--- src/rtl/aux_cmd_pulser.sv ---
module aux_cmd_pulser #(
  parameter int DW       = 8,
  parameter int MIN_GAP  = 4,
  parameter int PP_CLKS  = 40,
  parameter logic [DW-1:0] CMD_SEOI = 8'h06,
  parameter logic [DW-1:0] CMD_TRIG = 8'h08,
  parameter logic [DW-1:0] CMD_RPP  = 8'h0D
) (
  input  logic          clk,
  input  logic          rst_n,
  input  logic          wr_n,
  input  logic [DW-1:0] wdata,
  input  logic          byte_sent,
  input  logic          status_rd,
  input  logic          ifc_in,
  input  logic          ren_in,
  output logic          send_eoi,
  output logic          trig,
  output logic          pp_busy,
  output logic          pp_done,
  output logic          ifc_sync,
  output logic          ren_sync,
  output logic          early_wr
);

  localparam int GW = $clog2(MIN_GAP + 1);
  localparam int PW = $clog2(PP_CLKS);

  logic          wr_s1, wr_s2, wr_s3;
  logic [DW-1:0] d_s1, d_s2, cmd_q;
  logic          ifc_s1, ren_s1;
  logic [GW-1:0] gap_cnt;
  logic [PW-1:0] pp_cnt;

  logic wr_evt, seoi_evt, trig_evt, rpp_evt, too_soon;

  assign wr_evt   = wr_s2 & ~wr_s3;
  assign seoi_evt = wr_evt && (cmd_q == CMD_SEOI);
  assign trig_evt = wr_evt && (cmd_q == CMD_TRIG);
  assign rpp_evt  = wr_evt && (cmd_q == CMD_RPP);
  assign too_soon = wr_evt && (gap_cnt < GW'(MIN_GAP));

  // strobe and data synchronizers; capture data while strobe is low
  always_ff @(posedge clk or negedge rst_n) begin
    if (!rst_n) begin
      wr_s1 <= 1'b1;
      wr_s2 <= 1'b1;
      wr_s3 <= 1'b1;
      d_s1  <= '0;
      d_s2  <= '0;
      cmd_q <= '0;
    end else begin
      wr_s1 <= wr_n;
      wr_s2 <= wr_s1;
      wr_s3 <= wr_s2;
      d_s1  <= wdata;
      d_s2  <= d_s1;
      if (!wr_s2) cmd_q <= d_s2;
    end
  end

  always_ff @(posedge clk or negedge rst_n) begin
    if (!rst_n) begin
      ifc_s1   <= 1'b0;
      ifc_sync <= 1'b0;
      ren_s1   <= 1'b0;
      ren_sync <= 1'b0;
    end else begin
      ifc_s1   <= ifc_in;
      ifc_sync <= ifc_s1;
      ren_s1   <= ren_in;
      ren_sync <= ren_s1;
    end
  end

  // clocks since the last write, saturating
  always_ff @(posedge clk or negedge rst_n) begin
    if (!rst_n)
      gap_cnt <= GW'(MIN_GAP);
    else if (wr_evt)
      gap_cnt <= GW'(1);
    else if (gap_cnt < GW'(MIN_GAP))
      gap_cnt <= gap_cnt + GW'(1);
  end

  always_ff @(posedge clk or negedge rst_n) begin
    if (!rst_n)
      early_wr <= 1'b0;
    else if (too_soon)
      early_wr <= 1'b1;
    else if (status_rd)
      early_wr <= 1'b0;
  end

  always_ff @(posedge clk or negedge rst_n) begin
    if (!rst_n) begin
      send_eoi <= 1'b0;
      trig     <= 1'b0;
    end else begin
      trig <= trig_evt;
      if (seoi_evt)
        send_eoi <= 1'b1;
      else if (byte_sent)
        send_eoi <= 1'b0;
    end
  end

  always_ff @(posedge clk or negedge rst_n) begin
    if (!rst_n) begin
      pp_busy <= 1'b0;
      pp_done <= 1'b0;
      pp_cnt  <= '0;
    end else begin
      pp_done <= 1'b0;
      if (rpp_evt) begin
        pp_busy <= 1'b1;
        pp_cnt  <= '0;
      end else if (pp_busy) begin
        if (pp_cnt == PW'(PP_CLKS - 1)) begin
          pp_busy <= 1'b0;
          pp_done <= 1'b1;
        end else begin
          pp_cnt <= pp_cnt + PW'(1);
        end
      end
    end
  end

  assert_eoi_clear_R2: assert property (@(posedge clk) disable iff (!rst_n)
    byte_sent && !seoi_evt |=> !send_eoi);
  assert_trig_single_R3: assert property (@(posedge clk) disable iff (!rst_n)
    trig |=> !trig);
  assert_trig_cause_R3: assert property (@(posedge clk) disable iff (!rst_n)
    $rose(trig) |-> $past(wr_evt));
  assert_done_after_busy_R4: assert property (@(posedge clk) disable iff (!rst_n)
    pp_done |-> !pp_busy && $past(pp_busy));
  assert_restart_R5: assert property (@(posedge clk) disable iff (!rst_n)
    rpp_evt |=> pp_busy && pp_cnt == '0);
  assert_rd_clear_R8: assert property (@(posedge clk) disable iff (!rst_n)
    status_rd && !wr_evt |=> !early_wr);
  assert_ifc_lat_R9: assert property (@(posedge clk) disable iff (!rst_n)
    ifc_sync != $past(ifc_sync) |-> ifc_sync == $past(ifc_in, 2));
  assert_ren_lat_R9: assert property (@(posedge clk) disable iff (!rst_n)
    ren_sync != $past(ren_sync) |-> ren_sync == $past(ren_in, 2));

endmodule

--- config.mk ---
export PLATFORM = sky130hd
export DESIGN_NAME = aux_cmd_pulser
export DESIGN_NICKNAME = d
export VERILOG_FILES = /design/src/rtl/aux_cmd_pulser.sv
export SDC_FILE = /design/constraint.sdc
export NUM_CORES = 1
export LEC_CHECK = 0
export ABC_AREA = 1
export BUFFER_PORTS_ARGS = -buffer_cell sky130_fd_sc_hd__buf_2
export CELL_PAD_IN_SITES_DETAIL_PLACEMENT = 1
export CELL_PAD_IN_SITES_GLOBAL_PLACEMENT = 2
export CORE_AREA = 2 2 65 92
export DETAILED_ROUTE_END_ITERATION = 10
export DIE_AREA = 0 0 67 94
export HOLD_SLACK_MARGIN = 0.03
export PLACE_DENSITY_LB_ADDON = 0.25
export SETUP_SLACK_MARGIN = 0.1
export SYNTH_ARGS = -nofsm -noshare
export SYNTH_HDL_FRONTEND = slang
export SYNTH_SLANG_ARGS = --single-unit
--- constraint.sdc ---
create_clock -name clk -period 2.08 [get_ports clk]
set_input_delay 0.624 -clock clk [delete_from_list [all_inputs] [get_ports clk]]
set_output_delay 0.624 -clock clk [all_outputs]
set_load 0.01 [all_outputs]
==> metrics.md <==
| Metric | Value |
|---|---|
| Status | finished, final reports clean |
| Worst-path cell with the longest stage delay | sky130_fd_sc_hd__dfrtp_1 |
| Share of layout cells above drive strength 1 | 0.278 |
| Category of the critical setup timing path | reg -> out |
| Clock latency reported for the late side of the worst-skew pair | 300 ps |
| Unrepaired setup endpoints after global routing | no |
| Initial antenna violation count | 0 |
| Post-Syn Area per Cell | 11.6 um2 |
| Post-layout instance area | 1930 um2 |
| Mux contribution to synthesized area | 0 |
| Family of cells with the greatest summed delay on the critical path | flip-flops |
| First-pass detailed-route iteration total | 2 |
| Final-report setup violation count | 0 |
| Syn Nets | 156 |
| Number of global-route vias before repair | 1,175 |
| Sequential element share of the synthesized area | 0.702 |
| Overall track demand over capacity in global routing | 0.111 |
| Worst clock skew | 8.16 ps |
| Post-detail-place hpwl | 2.10 mm |
| Inserted Diodes | 0 |
| Worst path cell trace | buf_2 |
| Post-synthesis simple-gate area fraction | 0.193 |
| Die Span X | ~67 um |
| Timing-limited maximum frequency | 0.614 GHz |
| Ys async rst share | 1.00 |
| Total negative setup slack | 0 ps |
| Count of hold-fix buffers inserted at cts | 0 |
| Number of nets still failing antenna checks after routing | 0 |
| Maximum buffer depth of the clock tree | 2 |
| Core Area | 5450 um2 |
| Average routed wire per standard cell | around 12 um |
| Worst relative slew slack | 0.656 |
| Worst setup EP type | output port |
| Adder-cell share of the synthesized area | 0.0155 |
| Transition at the pin with the smallest max-transition slack | ~520 ps |
| Max-slew violation count | 0 |
| Clock tree from TritonCTS | yes |
| Count of boundary I/O pins | 22 |
| Endpoint arrival time on the critical path | 1000 ps |
| Reg clk slew, reported paths | approximately 90 ps |
| Via count of the routed design | about 1,000 |
| Shortest clock period the worst path allows after layout | between 1500 and 2000 ps |
| Power density relative to cell area | around 1000 nW/um2 |
| First-pass GRT wire length | around 5.3 mm |
| Die Height | 94 um |
| Detailed Route WL | 2.82 mm |
| Crit Path Max Fanout | 7 |
| Synth-to-Final Area Change | 19.6% |
| Final count of hold timing violations | 0 |
| Final cycle utilization of the critical path | 0.783 |
| Critical path startpoint category | flop |
| TritonCTS buffer count | 5 |
| Placer Congestion | 0.716 |
| Final-stage net count | ~190 |
| Hold crit path type | in -> async |
| Clock tree root driver cell | sky130_fd_sc_hd__clkbuf_8 |
| Yosys top cell area share | 0.637 |
| Floorplan die area | 6300 um2 |
| Post-synthesis cell type with the largest combined area | sky130_fd_sc_hd__dfrtp_1 |
| Number of standard-cell rows in the floorplan | 32 |
| Count of flip-flops with a built-in enable after synthesis | 0 |
| Yosys Warn Count | 0 |
| Leakage | 0.959 nW |
| Flop and latch count out of synthesis | 45 |
| Clock sink count | 45 |
| Number of H-tree branching levels | 2 |
| Syn Std Cell Area | around 1600 um2 |
| Most numerous cell types in the synthesized netlist | 41 x sky130_fd_sc_hd__dfrtp_1, 30 x sky130_fd_sc_hd__nand2_1, 14 x sky130_fd_sc_hd__inv_1 |
| Initial drt markers | 20 |
| Post-Synth XOR/XNOR Area | 0.00543 |
| Crit path required time | 1460 ps |
| Worst path buffer plus inverter count | 1 |
| Dominant synthesized flop cell | sky130_fd_sc_hd__dfrtp_1 |
| Resized cells post-CTS | 0 |
| DRC violations left | 0 |
| Starting Density | 0.296 |
| CP peak stage delay | about 520 ps |
| Post-CTS Setup Inserts | 0 |
| Share of the synthesized area in compound gates (AO/OA/AOI/OAI) | 0.0388 |
| Placed cell area | roughly 1800 um2 |
| Combinational family with the most area after synthesis | simple AND/OR/NAND/NOR gates |
| Number of I/O port buffers | 21 |
| Count of max-cap constraint violations | 0 |
| Pin count of the biggest net entering global routing | 25 |
| GRT Residual Overflow | 0 |
| Max IR drop VDD | ~0.44 mV |
| Fraction of the core area covered by cells at the end of the flow | 0.354 |
| Most common cell in the synthesized netlist | sky130_fd_sc_hd__dfrtp_1 |
| Cells taking the most area after synthesis | sky130_fd_sc_hd__dfrtp_1 64%, sky130_fd_sc_hd__nand2_1 7.0%, sky130_fd_sc_hd__dfstp_2 6.5% |
| Average via count per standard cell | around 4.4 |
| Cell variety after synth | 24 |
| Post-Synthesis Cells | 139 |
where the power goes:
part / total (mW) / switching, mW / internal (mW)
Sequential: 1.06 / 0.0789 / 0.982
Clock: 0.677 / 0.311 / 0.366
Combinational: 0.215 / 0.122 / 0.0930
cells by family (layout without fill, tap and decap cells):
group,count (synthesis),count (layout)
DFF,45,45
and+or+nand+nor,61,61
buffers and inverters,18,48
xor gates and xnor gates,1,1
AOI/OAI and AO/OA,12,12
adders and majority gates,2,2
placed cells by master, fill, tap and decap left out, drive strengths merged:
cell	synthesis	routed
ha	2	2
o21bai	1	1
dfstp	4	4
buf	1	23
inv	16	18
nand3	9	9
xor2	1	1
nor2	12	12
dfrtp	41	41
clkbuf	0	5
nand2	33	33
nand3b	2	2
o21ai	8	8
nand4	3	3
bufinv	0	1
nor3	1	1
nor4	1	1
a21oi	3	3
clkinv	1	1
worst paths after layout:
check	slack (ps)	to	cells after the start	from
setup / recovery	450	pp_busy	1	pp_busy
hold / removal	290	pp_cnt[4]	1	rst_n
setup reg to reg	740	pp_done	5	wr_s2
hold reg to reg	360	d_s2[4]	0	d_s1[4]
max in group asynchronous	1140	gap_cnt[2]	2	rst_n
min in group clk	360	d_s2[4]	0	d_s1[4]
stage by stage:
| stage | worst slack (ps) | hold slack [ps] | std cells | total power, mW |
|---|---|---|---|---|
| global route | 365 | 318 | 237 | 2.09 |
| CTS | 421 | 298 | 237 | 2.00 |
| detailed placement | 740 | 340 | 229 | 1.30 |
| floorplan | 865 | 328 | 139 | 1.21 |
| global placement | 763 | 334 | 229 | 1.29 |
| finish | 452 | 289 | 237 | 1.95 |
metal layers:
layer  global-route usage  vias to the layer above  share of wire
met5                    0                        -              0
met1                0.131                      517           0.41
li1                     -                      497              -
met2                0.190                       18           0.53
met4               0.0357                        0          0.015
met3               0.0336                        5          0.040
sequential cells by signal (all words and copies together) (netlist names), 3 cells and up:
name / flops
pp_cnt: 6
d_s2: 8
cmd_q: 8
d_s1: 8
gap_cnt: 3
area by class of cell:
class / count / area (um2)
fillers: 639 / 3520
flip-flops and latches: 45 / 1130
well taps: 68 / 85.1
inverters: 17 / 67.6
multi-input cells: 76 / 408
clock buffers: 5 / 68.8
repair buffers: 23 / 120
clock inverters: 3 / 47.5
worst reg2reg max path, cell delays in order (launching register included):
cell                       delay [ps]
sky130_fd_sc_hd__dfstp_2          570
sky130_fd_sc_hd__inv_2            110
sky130_fd_sc_hd__nor2_4           210
sky130_fd_sc_hd__nand3_4          160
sky130_fd_sc_hd__nand3b_1         120
sky130_fd_sc_hd__inv_1             50
(Power assumes the default switching activity.)
